`src/rtl/bhz_pkg.sv`:
```
package bhz_pkg;
  // Classes of producer that can feed a branch comparator in decode.
  typedef enum logic [1:0] {
    PC_NONE = 2'd0,
    PC_ALU  = 2'd1,
    PC_LOAD = 2'd2,
    PC_IMUL = 2'd3
  } prod_cls_e;
endpackage

```
`src/rtl/bhz_src_cmp.sv`:
```
module bhz_src_cmp #(
  parameter int AW = 5
) (
  input  logic [AW-1:0] rs1,
  input  logic [AW-1:0] rs2,
  input  logic [AW-1:0] rd,
  input  logic          wen,
  input  logic          live,
  output logic          hit
);
  logic rd_real;
  logic src_eq;

  assign rd_real = (rd != '0);
  assign src_eq  = (rd == rs1) || (rd == rs2);
  assign hit     = live && wen && rd_real && src_eq;

  always_comb begin
    if (hit) begin
      AST_ZERO_NEVER_HITS: assert (rd != '0) else $error("zero destination matched");
      AST_WEN_REQUIRED: assert (wen) else $error("disabled producer matched");
    end
  end
endmodule

```
`src/rtl/bhz_group.sv`:
```
module bhz_group
  import bhz_pkg::*;
#(
  parameter int        AW  = 5,
  parameter int        N   = 2,
  parameter prod_cls_e CLS = PC_LOAD
) (
  input  logic [AW-1:0]   rs1,
  input  logic [AW-1:0]   rs2,
  input  logic [N-1:0]    wen,
  input  logic [N*AW-1:0] rd,
  input  logic [N-1:0]    cls_ok,
  output logic            hit_any
);
  logic [N-1:0] hit_vec;

  for (genvar g = 0; g < N; g++) begin : g_stage
    bhz_src_cmp #(.AW(AW)) i_cmp (
      .rs1  (rs1),
      .rs2  (rs2),
      .rd   (rd[g*AW +: AW]),
      .wen  (wen[g]),
      .live (cls_ok[g] && (CLS != PC_NONE)),
      .hit  (hit_vec[g])
    );
  end

  assign hit_any = |hit_vec;

  always_comb begin
    AST_CLASS_FILTER: assert ((hit_vec & ~cls_ok) == '0)
      else $error("stage of wrong class matched");
  end
endmodule

```
`src/rtl/bhz_stall_unit.sv`:
```
module bhz_stall_unit
  import bhz_pkg::*;
#(
  parameter int AW     = 5,
  parameter int MEM_ST = 2,
  parameter int MUL_ST = 3
) (
  input  logic                 dec_branch,
  input  logic [AW-1:0]        dec_rs1,
  input  logic [AW-1:0]        dec_rs2,
  input  logic                 ex_wen,
  input  logic [AW-1:0]        ex_rd,
  input  logic                 ex_load,
  input  logic [MEM_ST-1:0]    mem_wen,
  input  logic [MEM_ST*AW-1:0] mem_rd,
  input  logic [MEM_ST-1:0]    mem_load,
  input  logic [MUL_ST-1:0]    mul_wen,
  input  logic [MUL_ST*AW-1:0] mul_rd,
  input  logic [MUL_ST-1:0]    mul_int,
  output logic                 front_hold,
  output logic                 issue_bubble
);
  localparam int EX_ST = 1;

  prod_cls_e ex_cls;
  logic      ex_hit;
  logic      mem_hit;
  logic      mul_hit;
  logic      hazard;

  // Every writing instruction in execute is either an ALU op or a load;
  // both are still without a result there.
  assign ex_cls = ex_load ? PC_LOAD : PC_ALU;

  bhz_group #(.AW(AW), .N(EX_ST), .CLS(PC_ALU)) i_ex_grp (
    .rs1     (dec_rs1),
    .rs2     (dec_rs2),
    .wen     (ex_wen),
    .rd      (ex_rd),
    .cls_ok  (ex_cls != PC_NONE),
    .hit_any (ex_hit)
  );

  // Cache stages: only a load is still short of its data.
  bhz_group #(.AW(AW), .N(MEM_ST), .CLS(PC_LOAD)) i_mem_grp (
    .rs1     (dec_rs1),
    .rs2     (dec_rs2),
    .wen     (mem_wen),
    .rd      (mem_rd),
    .cls_ok  (mem_load),
    .hit_any (mem_hit)
  );

  // Multiply stages: only integer results target the branch's file.
  bhz_group #(.AW(AW), .N(MUL_ST), .CLS(PC_IMUL)) i_mul_grp (
    .rs1     (dec_rs1),
    .rs2     (dec_rs2),
    .wen     (mul_wen),
    .rd      (mul_rd),
    .cls_ok  (mul_int),
    .hit_any (mul_hit)
  );

  assign hazard       = dec_branch && (ex_hit || mem_hit || mul_hit);
  assign front_hold   = hazard;
  assign issue_bubble = hazard;

  always_comb begin
    AST_NONBRANCH_QUIET: assert (dec_branch || !front_hold)
      else $error("stall without branch");
    AST_HOLD_WITH_BUBBLE: assert (front_hold == issue_bubble)
      else $error("hold and bubble disagree");
  end
endmodule

```
`config.mk`:
```
export PLATFORM = sky130hd
export DESIGN_NAME = bhz_stall_unit
export DESIGN_NICKNAME = d
export VERILOG_FILES = /design/src/rtl/bhz_pkg.sv /design/src/rtl/bhz_src_cmp.sv /design/src/rtl/bhz_group.sv /design/src/rtl/bhz_stall_unit.sv
export SDC_FILE = /design/constraint.sdc
export NUM_CORES = 1
export LEC_CHECK = 0
export CAP_MARGIN = 20
export CORE_UTILIZATION = 35
export DETAILED_ROUTE_END_ITERATION = 7
export GPL_TIMING_DRIVEN = 0
export PLACE_DENSITY = 0.86
export SYNTH_ARGS = -nofsm -noshare
export SYNTH_HDL_FRONTEND = slang
export SYNTH_SLANG_ARGS = --single-unit
```
`constraint.sdc`:
```
create_clock -name vclk -period 2.3
set_input_delay 0.575 -clock vclk [all_inputs]
set_output_delay 0.575 -clock vclk [all_outputs]
set_load 0.01 [all_outputs]
```
### Word-level counts from Yosys, hierarchy flattened

Index checks and enable logic that the tools add are counted.

* flip-flop bits (word level): 0
* bits of input ports: 53
* logic and storage cells: 49

* equal/unequal tests: 12
* mux-type cells: 1
* reduce and logical (&&, ||, !) cells: 36

Operators with widths (count)
* == test 5 bit: 12
* nonzero test 5 bit: 6
* logical AND 1 bit: 19
* logical OR 1 bit: 8
* OR reduction 3 bit: 1
* 2-to-1 mux 2 bit: 1
* nonzero test 2 bit: 1
* OR reduction 2 bit: 1

### Depth between registers and ports, before layout

* depth in word-level cells: 8
* mapped depth: 7
* gate-level depth less buffers: 5

### Hierarchy

A second synthesis with hierarchy kept.

* cell total of the unflattened synthesis: 107
* area total of the unflattened synthesis: 828.3 sq um

By module, submodules not included
* bhz_src_cmp: times used 6, cells each 17, area an instance 132.6 sq um
* bhz_stall_unit: times used 1, cells each 3, area an instance 20.0 sq um
* bhz_group at i_mem_grp ...: times used 2, cells each 1, area an instance 6.3 sq um

### Worst setup path after synthesis

No wires, ideal clock.

* kind: in2out
* start point: input mul_rd[10]
* end point: output issue_bubble
* arrival: 1906 ps
* setup slack: -181 ps
* cell stages on the path: 5
* path buffers: 1
* path through: or4_1 o211ai_1 a21oi_1 o41a_1 buf_4

* longest elaborated chain between the ends: 6
* elaborated cells between the ends (all ways): 9
* classes of those cells: eq/ne (2); reduce/logical (7)

Ends and longest elaborated chain
* start, declared: RTL line bhz_stall_unit.sv:18 `input logic [MUL_ST*AW-1:0] mul_rd,`
* == test 5 bit or nonzero test 5 bit (tied branches): RTL line bhz_src_cmp.sv:15, bhz_src_cmp.sv:14
* logical OR 1 bit or logical AND 1 bit (tied branches): RTL line bhz_src_cmp.sv:15, bhz_src_cmp.sv:16
* logical AND 1 bit (*): RTL line bhz_src_cmp.sv:16 `assign hit = live && wen && rd_real && src_eq;`
* OR reduction 3 bit (*): RTL line bhz_group.sv:28 `assign hit_any = |hit_vec;`
* logical OR 1 bit (*): RTL line bhz_stall_unit.sv:64 `assign hazard = dec_branch && (ex_hit || mem_hit || mul_hit);`
* logical AND 1 bit (*): RTL line bhz_stall_unit.sv:64
* end, declared: RTL line bhz_stall_unit.sv:21 `output logic issue_bubble`

Every way passes the cells marked *; elsewhere a longest branch is shown, timed or not.

### Final worst setup path

* start point: input mem_rd[4]
* end point: output issue_bubble

* longest elaborated chain between the ends: 7
* elaborated cells between the ends (all ways): 10
* classes of those cells: eq/ne (2); reduce/logical (8)

Ends and longest elaborated chain
* start, declared: RTL line bhz_stall_unit.sv:15 `input logic [MEM_ST*AW-1:0] mem_rd,`
* == test 5 bit or nonzero test 5 bit (tied branches): RTL line bhz_src_cmp.sv:15, bhz_src_cmp.sv:14
* logical OR 1 bit or logical AND 1 bit (tied branches): RTL line bhz_src_cmp.sv:15, bhz_src_cmp.sv:16
* logical AND 1 bit (*): RTL line bhz_src_cmp.sv:16
* OR reduction 2 bit (*): RTL line bhz_group.sv:28
* logical OR 1 bit (*) (2 in a row): RTL line bhz_stall_unit.sv:64
* logical AND 1 bit (*): RTL line bhz_stall_unit.sv:64

Marked as above.

==> impl_metrics.toml <==
[grt]
grt_max_degree = 7
first_global_vias = 1039
antenna_found_initial = 0
grt_pass1_wl_mm = 4.36
globalRouteOverflowTotal = 0
grt_usage = 0.211

[routing]
wl_per_cell_um = 14.6
first_pass_iters = 4
antenna_left = 0
via_count = 1001
remaining_drc_errors = 0
drt_iter0_drc = 7
wl_mm = 2.78
detail_route.vias_per_cell = 5.27

[layout]
fillerInstances = 222
multi_input_area_um2 = 813
regArea_um2 = 0
clkbuf_count = 0
fin_util = 0.569
syn_to_final_growth_pct = 50.4
final_area_mm2 = 0.00128
final_cells = 190
design.seq.count = 0
layout-drive-gt1-share = 0.259
nNetsFinal = 217
antennaDiodeCount = 0

[placement]
placed_cells = 188
placed_area_mm2 = 0.00133
place_ws_ns = -1.16
io_buffers = 44
place_hpwl_mm = 2.26
gp_congestion = 0.767

[yosys]
synth_nets = 169
synthCells = 116
syn_area_um2 = 853
syn_area_per_cell_um2 = 7.36
synth.yosys.warnings = 0
ys_seq_area_frac = 0
synth.distinct_cells = 16

[timing]
holdWs_ns = 1.81
setup_viol = 2
setup_ws_ns = -0.462
fin_crit_ns = 2.76
period_share = 1.20
final_max_slew_viol_count = 0
fmax_mhz = 362
relSlewSlack = 0.858
worstMarginPinSlew_ns = 0.212
setup_tns_ns = -0.826
hold_viol = 0
rsz0062_at_grt = "yes"

[critical_path]
crit_type = "primary input to output pin"
crit_required_ns = 1.73
cp-start-kind = "primary input"
critPathArrivalTime_ns = 2.19
cp_max_fo = 3
critical_path.endpoint_type = "output pin"

[power]
p_seq_frac = 0
switchingPower_mw = 0.112
power.share.clock = 0
internal_power_mw = 0.122
p_comb_frac = 1.000
power_density_mw_per_mm2 = 182
p_leak_nw = 0.548
fin_total_pwr_mw = 0.233
sw_frac_of_total = 0.479
irDropWorstVdd_mv = 0.0925

[clock_network]
hold_buffers = 0

[status]
violations = "setup timing"
status = "finished, violations left"

[floorplanning]
die-area_mm2 = 0.00264
initial_core_util = 0.378
ios = 55
rows = 17
core_mm2 = 0.00225
fp.dieW_um = 51.4
die_h_um = 51.4

[job]
maxCapViolations = 0

[hold_path]
min_path_type = "primary input to output pin"
holdPathStages = 3
layout by cell type (no fill, tap or decap), types with 3 or more instances in the layout:
cell type	n
dlygate4sd2_1	6
xnor2_1	8
buf_6	3
buf_2	23
nand3_1	4
or4_4	3
xor2_1	52
buf_4	3
a22oi_1	4
clkbuf_2	4
o211ai_1	4
clkdlybuf4s50_1	13
nor3_1	12
nor2_1	8
or4_1	3
path summary, 6_finish.rpt:
kind	start	endpoint	slack [ns]
min	dec_branch	front_hold	1.81
max	mem_rd[4]	issue_bubble	-0.46
power groups by stage:
| stage | clock [mW] | combinational [mW] | sequential [mW] |
|---|---|---|---|
| after floorplan | 0 | 0.123 | 0 |
| after global placement | 0 | 0.233 | 0 |
| after detailed placement | 0 | 0.243 | 0 |
| after CTS | 0 | 0.228 | 0 |
| after global routing | 0 | 0.253 | 0 |
| final | 0 | 0.233 | 0 |
Yosys cell counts:
cell,n,area share
buf_4,1,0.0088
buf_2,10,0.059
nor2_1,8,0.035
o211ai_1,4,0.035
o22ai_1,2,0.015
or4_4,1,0.013
o211ai_2,1,0.015
xor2_1,52,0.53
or4_1,5,0.044
nor3_1,12,0.070
a22oi_1,4,0.035
o21ai_0,1,0.0059
xnor2_1,8,0.082
o41a_1,1,0.013
nand3_1,4,0.023
a21oi_1,2,0.012
logic make-up after synthesis:
group                  Yosys count  share of synthesized area
AO/OA/AOI/OAI                   15                      0.130
XOR/XNOR                        60                      0.616
buffers and inverters           11                     0.0675
AND/OR/NAND/NOR                 30                      0.186
cell type report:
| cell class | instances | share of cell area |
|---|---|---|
| Multi-Input combinational cell | 105 | 0.634 |
| Timing Repair Buffer | 46 | 0.294 |
| Buffer | 11 | 0.0448 |
| Tap cell | 28 | 0.0273 |
per-layer routing:
metal | share of wire | GRT usage | wire length [um]
met1 | 0.41 | 0.239 | 1130
met2 | 0.53 | 0.420 | 1470
met3 | 0.060 | 0.0208 | 167
met4 | 0.0043 | 0.0315 | 12
met5 | 0 | 0 | 0
worst max-delay path, stage by stage:
cell and delay [ns]:
buf_8 0.10, or4_4 0.51, o211ai_1 0.22, o22ai_2 0.10
o41a_1 0.43, buf_4 0.14, buf_6 0.11
repair_timing:
item | CTS | global route
gates cloned | 0 | 0
setup endpoints to repair | 2 | 2
pin swaps | 13 | 7
resized for setup | 93 | 19
setup buffers | 1 | 1
Power figures use the tool's default switching activity.
